### src/rtl/wdog_pkg.sv
package wdog_pkg;
  localparam int unsigned CNT_W     = 8;
  localparam int unsigned NUM_KEYS  = 2;
  localparam int unsigned STAT_W    = 8;
  localparam int unsigned TO_POS    = 5;
  localparam int unsigned PD_POS    = 4;

  typedef logic [CNT_W-1:0] wd_count_t;
endpackage

### src/rtl/wdog_key_ctrl.sv
module wdog_key_ctrl #(
  parameter int unsigned NKEYS = 2
) (
  input  logic             clk,
  input  logic             rst,
  input  logic             mode_paired,
  input  logic             cmd_clr,
  input  logic [NKEYS-1:0] key_strobe,
  output logic [NKEYS-1:0] key_pend,
  output logic             clr_now
);
  logic [NKEYS-1:0] key_hit;
  logic             pair_done;

  genvar k;
  generate
    for (k = 0; k < NKEYS; k++) begin : g_key
      assign key_hit[k] = key_pend[k] | key_strobe[k];

      always_ff @(posedge clk) begin
        if (rst) begin
          key_pend[k] <= 1'b0;
        end else if (mode_paired) begin
          if (pair_done) key_pend[k] <= 1'b0;
          else if (key_strobe[k]) key_pend[k] <= 1'b1;
        end
      end

      // a pending key stays pending until the pair completes (or reset)
      a_r6_pend_sticky: assert property (@(posedge clk) disable iff (rst)
        (key_pend[k] && !pair_done) |=> key_pend[k]);
      // in single mode a pending flag never rises
      a_r5_no_pend_single: assert property (@(posedge clk) disable iff (rst)
        (!mode_paired && !key_pend[k]) |=> !key_pend[k]);
    end
  endgenerate

  assign pair_done = (&key_hit) & (|key_strobe);
  assign clr_now   = mode_paired ? pair_done : cmd_clr;

  // a completed pair leaves no key pending
  a_r7_pend_drop: assert property (@(posedge clk) disable iff (rst)
    (mode_paired && pair_done) |=> (key_pend == '0));
endmodule

### src/rtl/wdog_counter.sv
module wdog_counter #(
  parameter int unsigned W = 8
) (
  input  logic         clk,
  input  logic         rst,
  input  logic         clr,
  input  logic         tick,
  output logic [W-1:0] count_q,
  output logic         wrap
);
  localparam logic [W-1:0] CNT_MAX = {W{1'b1}};

  assign wrap = tick & ~clr & (count_q == CNT_MAX);

  always_ff @(posedge clk) begin
    if (rst || clr) count_q <= '0;
    else if (tick) count_q <= count_q + 1'b1;
  end

  // one step per tick when no clear
  a_r2_count_step: assert property (@(posedge clk) disable iff (rst)
    (tick && !clr) |=> (count_q == $past(count_q) + 1'b1));
  // clear always wins over tick
  a_r11_clear_zero: assert property (@(posedge clk) disable iff (rst)
    clr |=> (count_q == '0));
endmodule

### src/rtl/wdog_flags.sv
module wdog_flags (
  input  logic clk,
  input  logic rst,
  input  logic clr,
  input  logic wrap,
  input  logic sleep_req,
  output logic to_q,
  output logic pd_q,
  output logic pulse_q
);
  always_ff @(posedge clk) begin
    if (rst) begin
      to_q    <= 1'b0;
      pd_q    <= 1'b0;
      pulse_q <= 1'b0;
    end else begin
      pulse_q <= wrap;
      if (clr) to_q <= 1'b0;
      else if (wrap) to_q <= 1'b1;
      if (clr) pd_q <= 1'b0;
      else if (sleep_req) pd_q <= 1'b1;
    end
  end

  // wrap latches time-out
  a_r3_wrap_sets_to: assert property (@(posedge clk) disable iff (rst)
    wrap |=> to_q);
  // reset pulse lasts one cycle
  a_r3_pulse_single: assert property (@(posedge clk) disable iff (rst)
    pulse_q |=> !pulse_q);
  // power-down falls only after a clear
  a_r10_pd_lowered_by_clear: assert property (@(posedge clk) disable iff (rst)
    $fell(pd_q) |-> $past(clr));
endmodule

### src/rtl/wdog_dual_key.sv
module wdog_dual_key
  import wdog_pkg::*;
(
  input  logic              clk,
  input  logic              rst,
  input  logic              mode_paired,
  input  logic              tick,
  input  logic              cmd_clr,
  input  logic              cmd_key_a,
  input  logic              cmd_key_b,
  input  logic              sleep_req,
  output logic [CNT_W-1:0]  count,
  output logic              time_out,
  output logic              power_down,
  output logic              key_a_pend,
  output logic              key_b_pend,
  output logic              wdt_reset,
  output logic [STAT_W-1:0] stat_slice
);
  logic [NUM_KEYS-1:0] strobes;
  logic [NUM_KEYS-1:0] pend;
  logic                clr_now;
  logic                wrap;

  assign strobes = {cmd_key_b, cmd_key_a};

  wdog_key_ctrl #(.NKEYS(NUM_KEYS)) u_keys (
    .clk(clk), .rst(rst), .mode_paired(mode_paired), .cmd_clr(cmd_clr),
    .key_strobe(strobes), .key_pend(pend), .clr_now(clr_now)
  );

  wdog_counter #(.W(CNT_W)) u_cnt (
    .clk(clk), .rst(rst), .clr(clr_now), .tick(tick),
    .count_q(count), .wrap(wrap)
  );

  wdog_flags u_flags (
    .clk(clk), .rst(rst), .clr(clr_now), .wrap(wrap), .sleep_req(sleep_req),
    .to_q(time_out), .pd_q(power_down), .pulse_q(wdt_reset)
  );

  assign key_a_pend = pend[0];
  assign key_b_pend = pend[1];

  always_comb begin
    stat_slice         = '0;
    stat_slice[TO_POS] = time_out;
    stat_slice[PD_POS] = power_down;
  end

  // in paired mode a lone clear strobe with no key leaves the count running
  a_r9_clr_ignored: assert property (@(posedge clk) disable iff (rst)
    (mode_paired && cmd_clr && !cmd_key_a && !cmd_key_b && tick && count != '1)
      |=> (count == $past(count) + 1'b1));
endmodule

### config.mk
export PLATFORM = sky130hd
export DESIGN_NAME = wdog_dual_key
export DESIGN_NICKNAME = d
export VERILOG_FILES = /design/src/rtl/wdog_pkg.sv /design/src/rtl/wdog_key_ctrl.sv /design/src/rtl/wdog_counter.sv /design/src/rtl/wdog_flags.sv /design/src/rtl/wdog_dual_key.sv
export SDC_FILE = /design/constraint.sdc
export NUM_CORES = 1
export LEC_CHECK = 0
export BUFFER_PORTS_ARGS = -buffer_cell sky130_fd_sc_hd__buf_2
export CAP_MARGIN = 20
export CORE_MARGIN = 8
export CORE_UTILIZATION = 39
export DETAILED_ROUTE_END_ITERATION = 12
export PLACE_DENSITY_LB_ADDON = 0.08
export SYNTH_ARGS = -nofsm -noshare
export SYNTH_HDL_FRONTEND = slang
export SYNTH_SLANG_ARGS = --single-unit
### constraint.sdc
create_clock -name clk -period 1.3 [get_ports clk]
set_input_delay 0.26 -clock clk [delete_from_list [all_inputs] [get_ports clk]]
set_output_delay 0.26 -clock clk [all_outputs]
set_load 0.05 [all_outputs]
Yosys cells after proc, flatten, opt, wreduce, memory -nomap -nowiden
Cells that the tools add are included. W data, S select, Z words.

Flip-flop bits (word level): 13. Latch bits: 0. Bits in writable memories: 0. Memory bits (read-only): 0. Output and inout bits: 21. Memories: 0.

$add $sub $neg: 1. Multiply operators: 0. Div/mod/pow operators: 0. Order comparisons: 0. Equality and inequality tests: 1. Shift-type cells: 0. Mux-type cells: 5. Bitwise logic cells: 6. Reduce and logical (&&, ||, !) cells: 8.

Operators by type and width (count): $add A8 B1 Y8 const B (1); $eq A8 B8 Y1 const B (1); $reduce_and A2 Y1 (3); $mux W1 (5); $reduce_bool A2 Y1 (2); $reduce_or A2 Y1 (2); $and A1 B1 Y1 (3); $or A1 B1 Y1 (2); $logic_or A1 B1 Y1 (1); $not A1 Y1 (1).

Longest topological paths before layout
Depth in word-level cells: 7. Gate-level depth with buffers: 4. Gate-level depth less buffers: 4.

Modules after synthesis
A second synthesis with hierarchy kept.

Cell total of the unflattened synthesis: 70. Area total of the unflattened synthesis: 625.6 sq um.

By module, submodules not included: wdog_counter (instances 1, cells an instance 40, area each 355.3 sq um, seq. area each 160.2 sq um); wdog_key_ctrl (instances 1, cells an instance 13, area each 122.6 sq um, seq. area each 40.0 sq um); wdog_flags (instances 1, cells an instance 8, area each 83.8 sq um, seq. area each 60.1 sq um); wdog_dual_key (instances 1, cells an instance 9, area each 63.8 sq um, seq. area each 0.0 sq um).

Least setup slack after synthesis
OpenSTA, ideal clock, no wires.

Path kind: register -> register. From: register u_cnt.count_q[0]. To: register u_flags.to_q. Library setup time: 0.079 ns. Arrival time: 1.640 ns. Path slack: -0.419 ns. Cell stages (with the launch flop): 5. Path buffers: 0. Period minus slack after synthesis: 1.719 ns. Cell sequence: dfxtp_1 > ha_1 > nand3_1 > or3_1 > a211oi_2.

Word-level cells in the longest chain between the ends: 2.

RTL lines: start, declared (RTL line wdog_counter.sv:8) `output logic [W-1:0] count_q,`; start signal, assigned (RTL line wdog_counter.sv:17) `else if (tick) count_q <= count_q + 1'b1;`; $eq A8 B8 Y1 (RTL line wdog_counter.sv:13) `assign wrap = tick & ~clr & (count_q == CNT_MAX);`; $and A1 B1 Y1 (RTL line wdog_counter.sv:13); end signal, assigned (RTL line wdog_flags.sv:13) `to_q <= 1'b0;`; end signal, assigned (RTL line wdog_flags.sv:18) `if (clr) to_q <= 1'b0;`; end signal, assigned (RTL line wdog_flags.sv:19) `else if (wrap) to_q <= 1'b1;`; end, declared (RTL line wdog_flags.sv:7) `output logic to_q,`.

No other way between the ends. A chain may end at the register's enable or synchronous reset.

Worst setup path after layout
From: register u_keys.key_pend[1]. To: output port key_b_pend.

RTL lines: start, declared (RTL line wdog_key_ctrl.sv:9) `output logic [NKEYS-1:0] key_pend,`; start signal, assigned by index (RTL line wdog_key_ctrl.sv:22) `key_pend[k] <= 1'b0;`; start signal, assigned by index (RTL line wdog_key_ctrl.sv:24) `if (pair_done) key_pend[k] <= 1'b0;`; start signal, assigned by index (RTL line wdog_key_ctrl.sv:25) `else if (key_strobe[k]) key_pend[k] <= 1'b1;`; end, declared (RTL line wdog_dual_key.sv:16) `output logic key_b_pend,`.

No word-level cell between the ends.

==> impl_metrics.py <==
metrics = {
    "detailed_routing": {
        "dr.first_iter.drc_count": 5,
        "dr.pass1.iters": 4,
        "drc": 0,
        "dr_total_vias": 556,
        "drtAntennaViolNets": 0,
        "drt-vias-per-instance": 4.964,
        "wl_per_cell_um": 12.65,
        "finalWirelength_mm": 1.417,
    },
    "synth": {
        "yosys.cell_types.count": 24,
        "synth_top_family_by_area": "simple AND/OR/NAND/NOR gates",
        "avgSynthCellArea_um2": 8.955,
        "synth_seq_cells": 13,
        "yosysWarningCount": 0,
        "synthSimpleGateAreaFrac_pct": 20.16,
        "synth_fa_ha_area_share_pct": 1.996,
        "netlist_instances": 70,
        "syn_area_um2": 626.9,
        "synth_mux_area_share_pct": 1.597,
        "synthXorXnorAreaFrac_pct": 5.589,
        "synth_compound_area_share_pct": 14.57,
        "synth-seq-area-share_pct": 41.52,
    },
    "cts": {
        "clk_pin_slew_ns": 0.08,
        "cts_tree": "yes",
        "cts_buffers": 3,
        "cts_root_buf": "clkbuf_4",
        "clk_path_buf_depth": 2,
        "cts_hold_buf": 0,
        "ctsHtreeMaxLevel": 1,
        "clock-sinks": 13,
        "clkLatencyLatePin_ns": 0.28,
    },
    "layout": {
        "synthToLayoutAreaGrowth_pct": 29.94,
        "fin_cells": 112,
        "multiInputGateArea_um2": 324.1,
        "fill_cells": 154,
        "fin_area_um2": 814.5,
        "layout_common_cells": "buf_2, nor3_1, dfxtp_2",
        "final_common_cell": "buf_2",
        "diodes": 0,
        "post_route_cells_drive_above_1_share_pct": 51.04,
        "regArea_um2": 280.3,
        "nets": 106,
    },
    "pwr": {
        "p_total_mw": 0.8264,
        "peakVddDrop_mv": 0.5697,
        "leakagePower_nw": 0.3632,
        "powerDensity_mw_per_mm2": 1015,
    },
    "place": {
        "hpwl_mm": 1.081,
        "gp_congestion": 0.6832,
        "placed_area_um2": 773.2,
        "place_ws_ns": -0.2373,
        "port_buffers": 22,
        "dp_cells": 108,
    },
    "timing": {
        "finalSetupTns_ns": 0,
        "post-route-period-util_pct": 94.27,
        "clock_skew_ns": 0.005581,
        "hold_viol": 0,
        "max_freq_mhz": 816.0,
        "tightest_slew_ns": 0.5929,
        "rsz0062_at_grt": "yes",
        "setup_viol": 0,
        "slew_violations": 0,
        "max-slew-margin-rel_pct": 60.48,
        "setup_slack_ns": 0.07451,
        "period_minus_slack_ns": 1.225,
    },
    "floorplan": {
        "dieArea_mm2": 0.003146,
        "die_w_um": 56.09,
        "core_area_mm2": 0.001506,
        "pin_count": 29,
        "rows": 14,
        "initial_core_util_pct": 41.61,
        "die_y_um": 56.09,
    },
    "grt": {
        "grt_max_degree": 13,
        "grt_usage_pct": 9.274,
        "grt_pass1_wl_mm": 2.359,
        "grt.overflow.total": 0,
        "grt_pass1_vias": 521,
        "antenna_found_initial": 0,
    },
    "setup_path": {
        "worst_setup_path_end_kind": "output pin",
        "r2r_slack_ns": 0.08,
        "critPathKind": "register to output pin",
        "r2r-end": "u_cnt.count_q[6]$_SDFFE_PP0P_",
        "cpMaxStageDelayCell": "dfxtp_2",
        "r2r_start": "u_cnt.count_q[0]$_SDFFE_PP0P_",
        "r2r_cells": 4,
        "cp.buffers_inverters": 2,
        "start_kind": "register",
        "crit_chain": "buf_4 -> buf_2",
        "cp_top_family": "buffers and inverters",
        "max_stage_delay_ns": 0.33,
        "worstPathMaxFanout": 3,
        "cp.arrival_ns": 0.97,
        "crit_required_ns": 1.04,
    },
    "outcome": {
        "outcome": "finished clean",
    },
    "min_path": {
        "min_path_type": "input pin to register",
        "hold_path_end": "u_keys.key_pend[0]$_SDFFE_PP0P_",
        "hp-start": "rst",
        "whs_path_depth": 2,
    },
    "flow_run": {
        "maxCapViolations": 0,
    },
}
## sequential cells by signal, summed over array words and instances (netlist names)
name / cells
u_cnt.count_q: 8
u_keys.key_pend: 2
u_flags.pd_q: 1
u_flags.pulse_q: 1
u_flags.to_q: 1
## Yosys cell counts
cell type	n	area, µm²
a211oi_1	2	15.01
a211oi_2	2	25.02
a21o_1	1	7.510
a21oi_1	2	10.01
a32oi_1	1	8.760
buf_2	1	5.000
buf_4	8	60.06
buf_6	1	11.26
clkbuf_1	1	3.750
conb_1	1	3.750
dfxtp_1	13	260.3
ha_1	1	12.51
inv_1	2	7.510
mux2i_1	1	10.01
nand2_1	4	15.01
nand3_1	2	10.01
nand4_1	2	12.51
nand4_2	1	12.51
nor2_1	3	11.26
nor3_1	8	40.04
o21ai_0	5	25.02
or3_1	4	25.02
xnor2_1	1	8.760
xor2_1	3	26.28
## final cells by class
cell class,instances,share of cell area [%]
clock buffer,3,2.765
inverter,2,0.9217
multi-input combinational,49,39.78
timing repair buffer,28,19.05
tap,16,2.458
sequential,13,34.41
clock inverter,1,0.6144
## how the worst max path moves through the flow
stage	from	to	slack, ns	cells past startpoint
after floorplan	u_cnt.count_q[3]$_SDFFE_PP0P_	u_flags.to_q$_SDFFE_PP0P_	-0.03	3
after global placement	cmd_key_b	u_cnt.count_q[3]$_SDFFE_PP0P_	-0.21	4
after detailed placement	cmd_key_b	u_cnt.count_q[4]$_SDFFE_PP0P_	-0.24	4
after CTS	u_cnt.count_q[0]$_SDFFE_PP0P_	u_flags.to_q$_SDFFE_PP0P_	0.02	4
after global routing	u_cnt.count_q[0]$_SDFFE_PP0P_	u_cnt.count_q[6]$_SDFFE_PP0P_	-0.002	4
final	u_keys.key_pend[1]$_SDFFE_PP0P_	key_b_pend	0.07	2
## stage by stage
step	hold WS [ns]	utilization, %
after floorplan	0.3250	-
after global placement	0.4631	51.33
after detailed placement	0.4550	51.33
after CTS	0.1427	53.41
after global routing	0.1439	54.07
final	0.1543	54.07
## power breakdown
group          internal, mW  leakage, nW  switching [mW]
Combinational        0.0422        0.234           0.120
Clock                 0.114       0.0177           0.137
Sequential            0.404        0.111         0.00940
## per-layer routing
metal,track usage [%],vias to the layer above,share of wire (%)
met1,9.961,241,45
met2,13.63,25,43
met3,5.023,4,10
met5,0,-,0
li1,-,286,-
met4,6.186,0,1.8
## what timing repair did
action                                  in CTS  in global routing
buffers inserted                             0                  0
resized for setup                            1                  2
pin swaps                                    0                  1
endpoints found under the setup margin      12                  2
## cells by family (layout without fill, tap and decap cells)
kind of cell               after synthesis  after routing
and+or+nand+nor                         24             24
AOI/OAI and AO/OA                       13             13
DFF                                     13             13
buffers and inverters                   13             34
xor gates and xnor gates                 4              4
adders and majority gates                1              1
other                                    1              6
muxes                                    1              1
Power figures use the tool's default switching activity.
